<file path="src/rtl/wdt_pkg.sv">
package wdt_pkg;

    typedef enum logic [1:0] {
        ST_STOP_LOCK = 2'd0,
        ST_STOP_OPEN = 2'd1,
        ST_RUN_LOCK  = 2'd2,
        ST_RUN_OPEN  = 2'd3
    } wdt_state_e;

    localparam logic [15:0] KEY_UNLOCK = 16'h5555;
    localparam logic [15:0] KEY_START  = 16'hCCCC;
    localparam logic [15:0] KEY_KICK   = 16'hAAAA;

    localparam logic [1:0] ADDR_KEY  = 2'd0;
    localparam logic [1:0] ADDR_PRE  = 2'd1;
    localparam logic [1:0] ADDR_RLD  = 2'd2;
    localparam logic [1:0] ADDR_RSVD = 2'd3;

endpackage

</file>
<file path="src/rtl/wdt_osc_sync.sv">
module wdt_osc_sync #(
    parameter int STAGES = 2
) (
    input  logic clk,
    input  logic rst_n,
    input  logic osc_in,
    output logic tick
);
    // STAGES flops for metastability, plus one for edge detection
    logic [STAGES:0] sync_q;

    always_ff @(posedge clk or negedge rst_n) begin
        if (!rst_n) begin
            sync_q <= '0;
        end else begin
            sync_q <= {sync_q[STAGES-1:0], osc_in};
        end
    end

    assign tick = sync_q[STAGES-1] & ~sync_q[STAGES];

endmodule

</file>
<file path="src/rtl/wdt_key_fsm.sv">
module wdt_key_fsm
    import wdt_pkg::*;
#(
    parameter int DATA_W = 16
) (
    input  logic              clk,
    input  logic              rst_n,
    input  logic              key_wr,
    input  logic [DATA_W-1:0] key_val,
    output logic              cfg_open,
    output logic              running,
    output logic              start_pulse,
    output logic              kick_pulse
);
    wdt_state_e state_q, state_d;

    logic is_unlock, is_start, is_kick;

    assign is_unlock = key_wr && (key_val == DATA_W'(KEY_UNLOCK));
    assign is_start  = key_wr && (key_val == DATA_W'(KEY_START));
    assign is_kick   = key_wr && (key_val == DATA_W'(KEY_KICK));

    // State register
    always_ff @(posedge clk or negedge rst_n) begin
        if (!rst_n) begin
            state_q <= ST_STOP_LOCK;
        end else begin
            state_q <= state_d;
        end
    end

    // Next state: unlock, start and relock transitions
    always_comb begin
        state_d = state_q;
        if (key_wr) begin
            unique case (state_q)
                ST_STOP_LOCK: begin
                    if (is_start)       state_d = ST_RUN_LOCK;
                    else if (is_unlock) state_d = ST_STOP_OPEN;
                end
                ST_STOP_OPEN: begin
                    if (is_start)        state_d = ST_RUN_LOCK;
                    else if (!is_unlock) state_d = ST_STOP_LOCK;
                end
                ST_RUN_LOCK: begin
                    if (is_unlock) state_d = ST_RUN_OPEN;
                end
                ST_RUN_OPEN: begin
                    if (!is_unlock) state_d = ST_RUN_LOCK;
                end
                default: state_d = ST_STOP_LOCK;
            endcase
        end
    end

    // Outputs
    always_comb begin
        cfg_open    = 1'b0;
        running     = 1'b0;
        unique case (state_q)
            ST_STOP_LOCK: begin cfg_open = 1'b0; running = 1'b0; end
            ST_STOP_OPEN: begin cfg_open = 1'b1; running = 1'b0; end
            ST_RUN_LOCK:  begin cfg_open = 1'b0; running = 1'b1; end
            ST_RUN_OPEN:  begin cfg_open = 1'b1; running = 1'b1; end
            default:      begin cfg_open = 1'b0; running = 1'b0; end
        endcase
        start_pulse = is_start;
        kick_pulse  = is_kick && running;
    end

endmodule

</file>
<file path="src/rtl/wdt_prescaler.sv">
module wdt_prescaler #(
    parameter int PR_W = 3
) (
    input  logic            clk,
    input  logic            rst_n,
    input  logic            clear,
    input  logic            enable,
    input  logic            osc_tick,
    input  logic [PR_W-1:0] pr_sel,
    output logic            div_tick
);
    // Largest exponent is (2^PR_W - 1) + 2, so CNT_W bits hold any phase
    localparam int CNT_W = (1 << PR_W) + 1;
    localparam int SH_W  = PR_W + 1;

    logic [CNT_W-1:0] phase_q;
    logic [CNT_W-1:0] limit;
    logic [SH_W-1:0]  shamt;
    logic             step;
    logic             at_end;

    assign shamt  = {1'b0, pr_sel} + SH_W'(2);
    assign limit  = (CNT_W'(1) << shamt) - CNT_W'(1);
    assign step   = enable && osc_tick;
    assign at_end = (phase_q >= limit);

    always_ff @(posedge clk or negedge rst_n) begin
        if (!rst_n) begin
            phase_q <= '0;
        end else if (clear) begin
            phase_q <= '0;
        end else if (step) begin
            phase_q <= at_end ? '0 : phase_q + CNT_W'(1);
        end
    end

    assign div_tick = step && at_end && !clear;

endmodule

</file>
<file path="src/rtl/wdt_down_counter.sv">
module wdt_down_counter #(
    parameter int RL_W = 11
) (
    input  logic            clk,
    input  logic            rst_n,
    input  logic            load,
    input  logic [RL_W-1:0] reload_val,
    input  logic            div_tick,
    output logic            expire,
    output logic [RL_W-1:0] count
);
    logic [RL_W-1:0] cnt_q;
    logic            exp_q;

    always_ff @(posedge clk or negedge rst_n) begin
        if (!rst_n) begin
            cnt_q <= '1;
            exp_q <= 1'b0;
        end else begin
            exp_q <= 1'b0;
            if (load) begin
                cnt_q <= reload_val;
            end else if (div_tick) begin
                if (cnt_q == '0) begin
                    cnt_q <= reload_val;
                    exp_q <= 1'b1;
                end else begin
                    cnt_q <= cnt_q - RL_W'(1);
                end
            end
        end
    end

    assign expire = exp_q;
    assign count  = cnt_q;

endmodule

</file>
<file path="src/rtl/wdt_keyed_watchdog.sv">
module wdt_keyed_watchdog
    import wdt_pkg::*;
#(
    parameter int DATA_W      = 16,
    parameter int PR_W        = 3,
    parameter int RL_W        = 11,
    parameter int SYNC_STAGES = 2
) (
    input  logic              clk,
    input  logic              rst_n,
    input  logic              osc_in,
    input  logic              dbg_halt,
    input  logic              wr_en,
    input  logic [1:0]        addr,
    input  logic [DATA_W-1:0] wdata,
    output logic [DATA_W-1:0] rdata,
    output logic              rst_req
);
    logic [PR_W-1:0] pr_q;
    logic [RL_W-1:0] rl_q;
    logic            cfg_open, running, start_pulse, kick_pulse;
    logic            osc_tick, div_tick, count_en;
    logic [RL_W-1:0] cnt_val;
    logic            key_wr, cfg_wr;

    assign key_wr   = wr_en && (addr == ADDR_KEY);
    assign cfg_wr   = wr_en && cfg_open;
    assign count_en = running && !dbg_halt;

    wdt_osc_sync #(.STAGES(SYNC_STAGES)) u_sync (
        .clk    (clk),
        .rst_n  (rst_n),
        .osc_in (osc_in),
        .tick   (osc_tick)
    );

    wdt_key_fsm #(.DATA_W(DATA_W)) u_fsm (
        .clk         (clk),
        .rst_n       (rst_n),
        .key_wr      (key_wr),
        .key_val     (wdata),
        .cfg_open    (cfg_open),
        .running     (running),
        .start_pulse (start_pulse),
        .kick_pulse  (kick_pulse)
    );

    wdt_prescaler #(.PR_W(PR_W)) u_pre (
        .clk      (clk),
        .rst_n    (rst_n),
        .clear    (start_pulse || kick_pulse),
        .enable   (count_en),
        .osc_tick (osc_tick),
        .pr_sel   (pr_q),
        .div_tick (div_tick)
    );

    wdt_down_counter #(.RL_W(RL_W)) u_cnt (
        .clk        (clk),
        .rst_n      (rst_n),
        .load       (start_pulse || kick_pulse),
        .reload_val (rl_q),
        .div_tick   (div_tick),
        .expire     (rst_req),
        .count      (cnt_val)
    );

    // Protected configuration registers
    always_ff @(posedge clk or negedge rst_n) begin
        if (!rst_n) begin
            pr_q <= '0;
            rl_q <= '1;
        end else if (cfg_wr) begin
            if (addr == ADDR_PRE) pr_q <= wdata[PR_W-1:0];
            if (addr == ADDR_RLD) rl_q <= wdata[RL_W-1:0];
        end
    end

    always_comb begin
        rdata = '0;
        unique case (addr)
            ADDR_KEY:  rdata = '0;
            ADDR_PRE:  rdata = DATA_W'(pr_q);
            ADDR_RLD:  rdata = DATA_W'(rl_q);
            ADDR_RSVD: rdata = '0;
            default:   rdata = '0;
        endcase
    end

endmodule

</file>
<file path="config.mk">
export PLATFORM = sky130hd
export DESIGN_NAME = wdt_keyed_watchdog
export DESIGN_NICKNAME = d
export VERILOG_FILES = /design/src/rtl/wdt_pkg.sv /design/src/rtl/wdt_osc_sync.sv /design/src/rtl/wdt_key_fsm.sv /design/src/rtl/wdt_prescaler.sv /design/src/rtl/wdt_down_counter.sv /design/src/rtl/wdt_keyed_watchdog.sv
export SDC_FILE = /design/constraint.sdc
export NUM_CORES = 1
export LEC_CHECK = 0
export BUFFER_PORTS_ARGS = -buffer_cell sky130_fd_sc_hd__buf_2
export CAP_MARGIN = 5
export CORE_MARGIN = 4
export CORE_UTILIZATION = 28
export DETAILED_ROUTE_END_ITERATION = 16
export GPL_TIMING_DRIVEN = 0
export PLACE_DENSITY = 0.53
export SKIP_LAST_GASP = 1
export SLEW_MARGIN = 15
export SYNTH_ARGS = -nofsm -noshare
export SYNTH_HDL_FRONTEND = slang
export SYNTH_SLANG_ARGS = --single-unit
</file>
<file path="constraint.sdc">
create_clock -name clk -period 11.8 [get_ports clk]
set_input_delay 1.18 -clock clk [delete_from_list [all_inputs] [get_ports clk]]
set_output_delay 1.18 -clock clk [all_outputs]
set_load 0.03 [all_outputs]
</file>
==> results of run 1 <==
power by group through the flow:
stage	clock network [mW]	logic, mW	registers [mW]
floorplan	0	0.00569	0.140
global placement	0	0.0141	0.140
detailed placement	0	0.0144	0.140
CTS	0.118	0.0143	0.138
global route	0.124	0.0157	0.138
finish	0.114	0.0140	0.138
kinds of logic after synthesis:
logic type | share of synthesized area
adder cells (fa/ha/maj) | 0.0638
buffers and inverters | 0.0451
AND/OR/NAND/NOR | 0.218
XOR/XNOR | 0.0343
other | 0.00147
multiplexers | 0.0745
AO/OA/AOI/OAI | 0.159
flip-flops | 0.403
area by class of cell:
type / instances / area [sq um]
buffer: 13 / 77.6
clock buffer: 5 / 68.8
clock inverter: 3 / 42.5
fill: 890 / 5820
inverter: 10 / 37.5
multi-input combinational: 197 / 1420
sequential: 40 / 1030
tap: 108 / 135
timing repair buffer: 34 / 170
metrics by stage:
stage          utilization  cell area (sq um)  std cells
2_1_floorplan            -               2570        260
3_3_place_gp         0.326               2870        402
3_5_place_dp         0.326               2870        402
4_1_cts              0.339               2980        410
5_1_grt              0.339               2980        410
6_report             0.339               2980        410
synthesized netlist by cell type, types with 3 or more instances:
| library cell | number | area (sq um) |
|---|---|---|
| nand4_1 | 4 | 25.0 |
| xnor2_1 | 4 | 35.0 |
| and2_1 | 11 | 68.8 |
| dfstp_2 | 22 | 578 |
| nand3_1 | 10 | 50.1 |
| o211a_1 | 6 | 60.1 |
| mux2_2 | 16 | 180 |
| a21oi_1 | 10 | 50.1 |
| a211o_1 | 3 | 26.3 |
| clkbuf_1 | 5 | 18.8 |
| xor2_1 | 6 | 52.6 |
| ha_1 | 13 | 163 |
| buf_4 | 5 | 37.5 |
| a21o_1 | 3 | 22.5 |
| nor2_1 | 27 | 101 |
| nor2b_1 | 3 | 18.8 |
| dfrtp_1 | 18 | 450 |
| inv_1 | 10 | 37.5 |
| nor4bb_1 | 8 | 80.1 |
| nor3_1 | 6 | 30.0 |
| nand4b_1 | 3 | 26.3 |
| o21ai_0 | 7 | 35.0 |
| nand2_1 | 17 | 63.8 |
| a22o_1 | 3 | 26.3 |
how the worst max path moves through the flow:
stage                       start             end
final                     pr_q[1]  u_cnt.count[3]
after detailed placement  pr_q[1]  u_cnt.count[3]
after floorplan           pr_q[1]  u_cnt.count[3]
after global placement    pr_q[1]  u_cnt.count[6]
after CTS                 pr_q[1]  u_cnt.count[3]
after global routing      pr_q[1]  u_cnt.count[3]
registers in the layout, indices dropped and copies added (netlist names):
| name | flops |
|---|---|
| u_pre.phase_q | 9 |
| u_fsm.state_q | 2 |
| u_cnt.expire | 1 |
| u_cnt.count | 11 |
| pr_q | 3 |
| rl_q | 11 |
| u_sync.sync_q | 3 |
per-layer routing:
layer | vias to the layer above | track usage
met4 | 0 | 0.0458
met2 | 50 | 0.192
li1 | 1013 | -
met5 | - | 0
met1 | 1003 | 0.161
met3 | 8 | 0.0208
==> impl_results.md, run 1 <==
- GRT Overall Usage: 0.120
- Maximum VDD drop: 0.0000579 V
- FF-to-FF path depth: 14
- WP depth: 14
- Worst Tran Pin Value: 0.900 ns
- Dpl hpwl: 4510 um
- Area of the core: between 0.008 and 0.009 sq mm
- Setup crit start kind: register
- Synth cell types: 56
- CP top delay family: compound AO/OA/AOI/OAI gates
- Worst min path class: register to register
- Commonest non-fill, non-tap cell in the layout: buf_2
- Net count, final: 337
- Largest net degree at the start of global routing: 41
- # clock sinks: 40
- Congestion Overflow GR: 0
- Sequential fraction of the synthesis area: 0.403
- Pleak: 1.39 nW
- Clock transition at the registers of the reported paths: 0.09 ns
- EDFF count, synth: 0
- Combinational fraction of design power: 0.052
- Detailed Route WL: 5920 um
- Global-route wire length before repair: 10100 um
- Slew margin rel.: 0.400
- Ys flop type: dfstp_2
- Vias/cell: 5.06
- Met3 WL: 240 um
- Top Metal Used: met4
- Max Slew Vio Count: 0
- Die Width: around 100 um
- Clock Path Buffers: 2
- CTS Hold Bufs: 0
- Initial core utilization: 0.290
- Setup Fix Bufs, Post-CTS: 0
- DP Worst Slack: roughly 7.5 ns
- Fin crit period: approximately 4.2 ns
- Setup TNS: 0 ns
- Worst hold start: u_sync.sync_q[0]
- CTS tree: done
- Met2 WL post-DR: between 2000 and 3000 um
- WP data required: 12.03 ns
- Fraction of registers with async set/reset: 1.00
- Fin crit share: 0.359
- Gate Count Post-Synth: approximately 260
- Clk_skew: a little under 0.009 ns
- RSZ-0062 raised after global routing: no
- DRT iter0 DRCs: 108
- #FFs+latches synth: 40
- Clock buffer count from CTS: 5
- DRC Markers: 0
- Initial antenna violation count: 0
- DR pass1 iterations: 4
- Final worst slack: ~7.6 ns
- Crit Path Max Fanout: 9
- Layout cell share with drive strength beyond 1: 0.308
- Pint: 0.206 mW
- Hold Violations, Final: 0
- Via count: 2074
- FF-to-FF setup slack: 7.56 ns
- IO buf count: 34
- Switch share: 0.228
- Max-Cap Viols: 0
- Cell mode on critical path: ha_1
- Cts repair resizes: 0
- Max Clk Rate: 236 MHz
- Worst hold margin: around 0.35 ns
- Root buf cell: clkbuf_8
- Clock latency on the worst-skew pair: 0.30 ns
- NetSw: 0.0606 mW
- IO Count: 40
- Crit end category: register
- Critical-path cell list: ha_1, or4b_4, ha_1, clkbuf_1, nor3_1, mux2_2, a22oi_1, ha_1, o21ai_0, nor2_1, o311ai_4, nand2_1, a21boi_2, a2bb2oi_1
- Outcome: finished clean
- Yosys Warn Count: 0
- Pwr dens: 89.3 mW/mm^2
- CP arrival: 4.47 ns
- M1 wire length: 2790 um
- Routed length per instance: 14.4 um
- Max incr delay on CP: ~0.57 ns
- ANT nets after route: 0
- Slowest stage cell, crit path: or4b_4
- Syn Area/Cell: approximately 10 sq um
- Most frequent cells in the layout: 36 x buf_2, 27 x nor2_1, 22 x dfstp_2
- H-tree depth: 2
- Placer Congestion: 0.897
- Die Area: between 0.01 and 0.015 sq mm
- Chip height: 103 um
- Critical path type: register to register
- Overall power: 0.266 mW
- Num rows: 34
- Sequential group share of total power: 0.518
- Hold Crit Endpoint: u_sync.sync_q[1]
- Worst R2R Start: pr_q[1]
- Hold Path Cell Cnt: 0
- Cell Area, Synth: around 0.0026 sq mm
- Clk pwr share: 0.429
- Number of buffers and inverters on the critical path: 1
- Inserted Diodes: 0
- Synthesis-to-layout area growth: 16.9%
- Final setup violation count: 0
- Vias in the first global route: 2042
- Worst r2r dst: u_cnt.count[3]
(Power assumes the default switching activity.)
==> run 2: changes to the inputs <==
==> constraint.sdc (replaced) <==
create_clock -name clk -period 4.4 [get_ports clk]
set_input_delay 0.44 -clock clk [delete_from_list [all_inputs] [get_ports clk]]
set_output_delay 0.44 -clock clk [all_outputs]
set_load 0.03 [all_outputs]
==> run 2 against run 1 <==
  * Wire length is 1.1% higher
  * Largest power group unchanged
  * Sequential cell count unchanged
  * Combinational power increased to 2.7 times the previous value
==> impl_results.md, run 2 (synthesis results as in run 1) <==
- Fin crit period: 4.02 ns (-0.221 ns)
- DRT iter0 DRCs: 78 (-28%)
- Congestion Overflow GR: 0 (unchanged)
- Critical path type: register to register
- Outcome: finished clean
- Clk pwr share: 0.429 (about the same)
- Pleak: 1.42 nW (+1.8%)
- Commonest non-fill, non-tap cell in the layout: buf_2
- Initial antenna violation count: 0 (unchanged)
- Pint: 0.552 mW (+170%)
- Layout cell share with drive strength beyond 1: 0.319 (+0.0111)
- H-tree depth: 2 (unchanged)
- Worst R2R Start: pr_q[1]
- Placer Congestion: 0.897 (unchanged)
- Hold Path Cell Cnt: 1 (+1)
- Switch share: 0.227 (about the same)
- WP data required: 4.63 ns (-7.40 ns)
- Max-Cap Viols: 0 (unchanged)
- Chip height: 103 um (unchanged)
- DR pass1 iterations: 4 (unchanged)
- Final core utilization: 0.342 (+0.00341)
- GRT Overall Usage: 0.120 (unchanged)
- Setup crit start kind: register
- Max Clk Rate: 249 MHz (+5.5%)
- Clock buffer count from CTS: 5 (unchanged)
- Fillers: 887 (-0.34%)
- Area of the core: 0.00881 sq mm (unchanged)
- Worst hold margin: 0.254 ns (-0.0955 ns)
- Setup TNS: 0 ns (unchanged)
- FF-to-FF setup slack: 0.38 ns (-7.18 ns)
- Via count: 2090 (+0.77%)
- CTS tree: done
- Crit end category: register
- Dpl hpwl: 4510 um (unchanged)
- Placed inst area: 0.00287 sq mm (unchanged)
- # clock sinks: 40 (unchanged)
- Fin crit share: 0.913 (+0.554)
- Worst hold start: osc_in
- Clk_skew: 0.00854 ns (-0.000128 ns)
- Final setup violation count: 0 (unchanged)
- Crit Path Max Fanout: 9 (unchanged)
- CP arrival: 4.25 ns (-0.22 ns)
- Synthesis-to-layout area growth: 18.1%
- Slew margin rel.: 0.397 (-0.00334)
- Inserted Diodes: 0 (unchanged)
- Worst r2r dst: u_cnt.count[3]
- Clock transition at the registers of the reported paths: 0.09 ns (about the same)
- ANT nets after route: 0 (unchanged)
- DRC Markers: 0 (unchanged)
- Worst min path class: input pin to register
- Net count, final: 339 (+0.59%)
- IO Count: 40 (unchanged)
- Vias in the first global route: 2042 (unchanged)
- Final Instance Area: 0.00301 sq mm (+1.0%)
- Detailed Route WL: 5990 um (+1.1%)
- Worst Tran Pin Value: 0.905 ns (+0.00502 ns)
- NetSw: 0.162 mW (+170%)
- CTS Hold Bufs: 0 (unchanged)
- Sequential group share of total power: 0.518 (about the same)
- Clock Path Buffers: 2 (unchanged)
- Pwr dens: 237 mW/mm^2 (+170%)
- Vias/cell: 5.07 (+0.28%)
- IO buf count: 34 (unchanged)
- Hold Crit Endpoint: u_sync.sync_q[0]
- Routed length per instance: 14.5 um (+0.64%)
- Global-route wire length before repair: 10100 um (unchanged)
- Num rows: 34 (unchanged)
- Root buf cell: clkbuf_8
- Most frequent cells in the layout: 36 x buf_2, 27 x nor2_1, 22 x dfstp_2
- Die Width: 103 um (unchanged)
- Largest net degree at the start of global routing: 41 (unchanged)
- Clock latency on the worst-skew pair: 0.29 ns (about the same)
- Hold Violations, Final: 0 (unchanged)
- Die Area: 0.0107 sq mm (unchanged)
- FF-to-FF path depth: 15 (+1)
- Max Slew Vio Count: 0 (unchanged)
- Combinational fraction of design power: 0.052 (about the same)
- Initial core utilization: 0.290 (unchanged)
- RSZ-0062 raised after global routing: no
- Maximum VDD drop: 0.000155 V (+170%)
## run 2: cell types whose count changed in the layout (fill, tap and decap cells not counted)
cell      delta
buf_4        +2
a21boi_2     -1
a21boi_4     +1
nand2_1      -1
nand2_2      +1
nand3_1      -1
nand3_2      +1
o21ai_0      -1
o21ai_1      +1
## run 2: area by class of cell
cell class	instances	area, sq um	share of cell area
Multi-Input combinational cell	197	1440	0.477
Sequential cell	40	1030	0.341
Timing Repair Buffer	36	185	0.0615
Tap cell	108	135	0.0449
Buffer	13	77.6	0.0257
Clock buffer	5	68.8	0.0228
Clock inverter	3	42.5	0.0141
Inverter	10	37.5	0.0125
## run 2: power by group through the flow
| stage | Combinational, mW | Clock, mW | Sequential (mW) |
|---|---|---|---|
| finish | 0.0375 | 0.307 | 0.370 |
| CTS | 0.0385 | 0.317 | 0.370 |
| detailed placement | 0.0385 | 0 | 0.377 |
| floorplan | 0.0153 | 0 | 0.377 |
| global route | 0.0421 | 0.332 | 0.371 |
| global placement | 0.0377 | 0 | 0.377 |
## run 2: worst max-delay path: stages (launching register included)
cell and delay [ns]:
dfrtp_1 0.47, ha_1 0.44, or4b_4 0.57, ha_1 0.19, clkbuf_1 0.20, nor3_1 0.21, mux2_2 0.18, a22oi_1 0.06
ha_1 0.31, o21ai_0 0.08, nor2_1 0.10, o311ai_4 0.41, nand2_2 0.24, a21boi_4 0.18, buf_4 0.15, a2bb2oi_1 0.15
## run 2: repair_timing
action | CTS | global route
resized for setup | 0 | 4
buffers inserted | 0 | 2
setup endpoints to repair | 0 | 11
## run 2: per-stage QoR
step / cells / setup WS, ns / total power, mW
5_1_grt: 412 / 0.0108 / 0.745
3_5_place_dp: 402 / 0.119 / 0.415
2_1_floorplan: 260 / 0.687 / 0.392
6_report: 412 / 0.382 / 0.714
4_1_cts: 410 / 0.113 / 0.726
3_3_place_gp: 402 / 0.142 / 0.414
## run 2: per-layer routing
metal  wire (um)  vias to the layer above  global-route usage
li1            -                     1015                   -
met3         236                        8              0.0208
met2        2860                       54               0.192
met1        2810                     1013               0.161
met5           0                        -                   0
met4          93                        0              0.0458
## run 2: how the worst max path moves through the flow
stage	depth (start not counted)	start	slack (ns)	to
global placement	14	pr_q[1]	0.14	u_cnt.count[6]
finish	15	pr_q[1]	0.38	u_cnt.count[3]
global route	15	pr_q[1]	0.01	u_cnt.count[3]
detailed placement	14	pr_q[1]	0.12	u_cnt.count[3]
CTS	14	pr_q[1]	0.11	u_cnt.count[3]
floorplan	14	pr_q[1]	0.69	u_cnt.count[3]
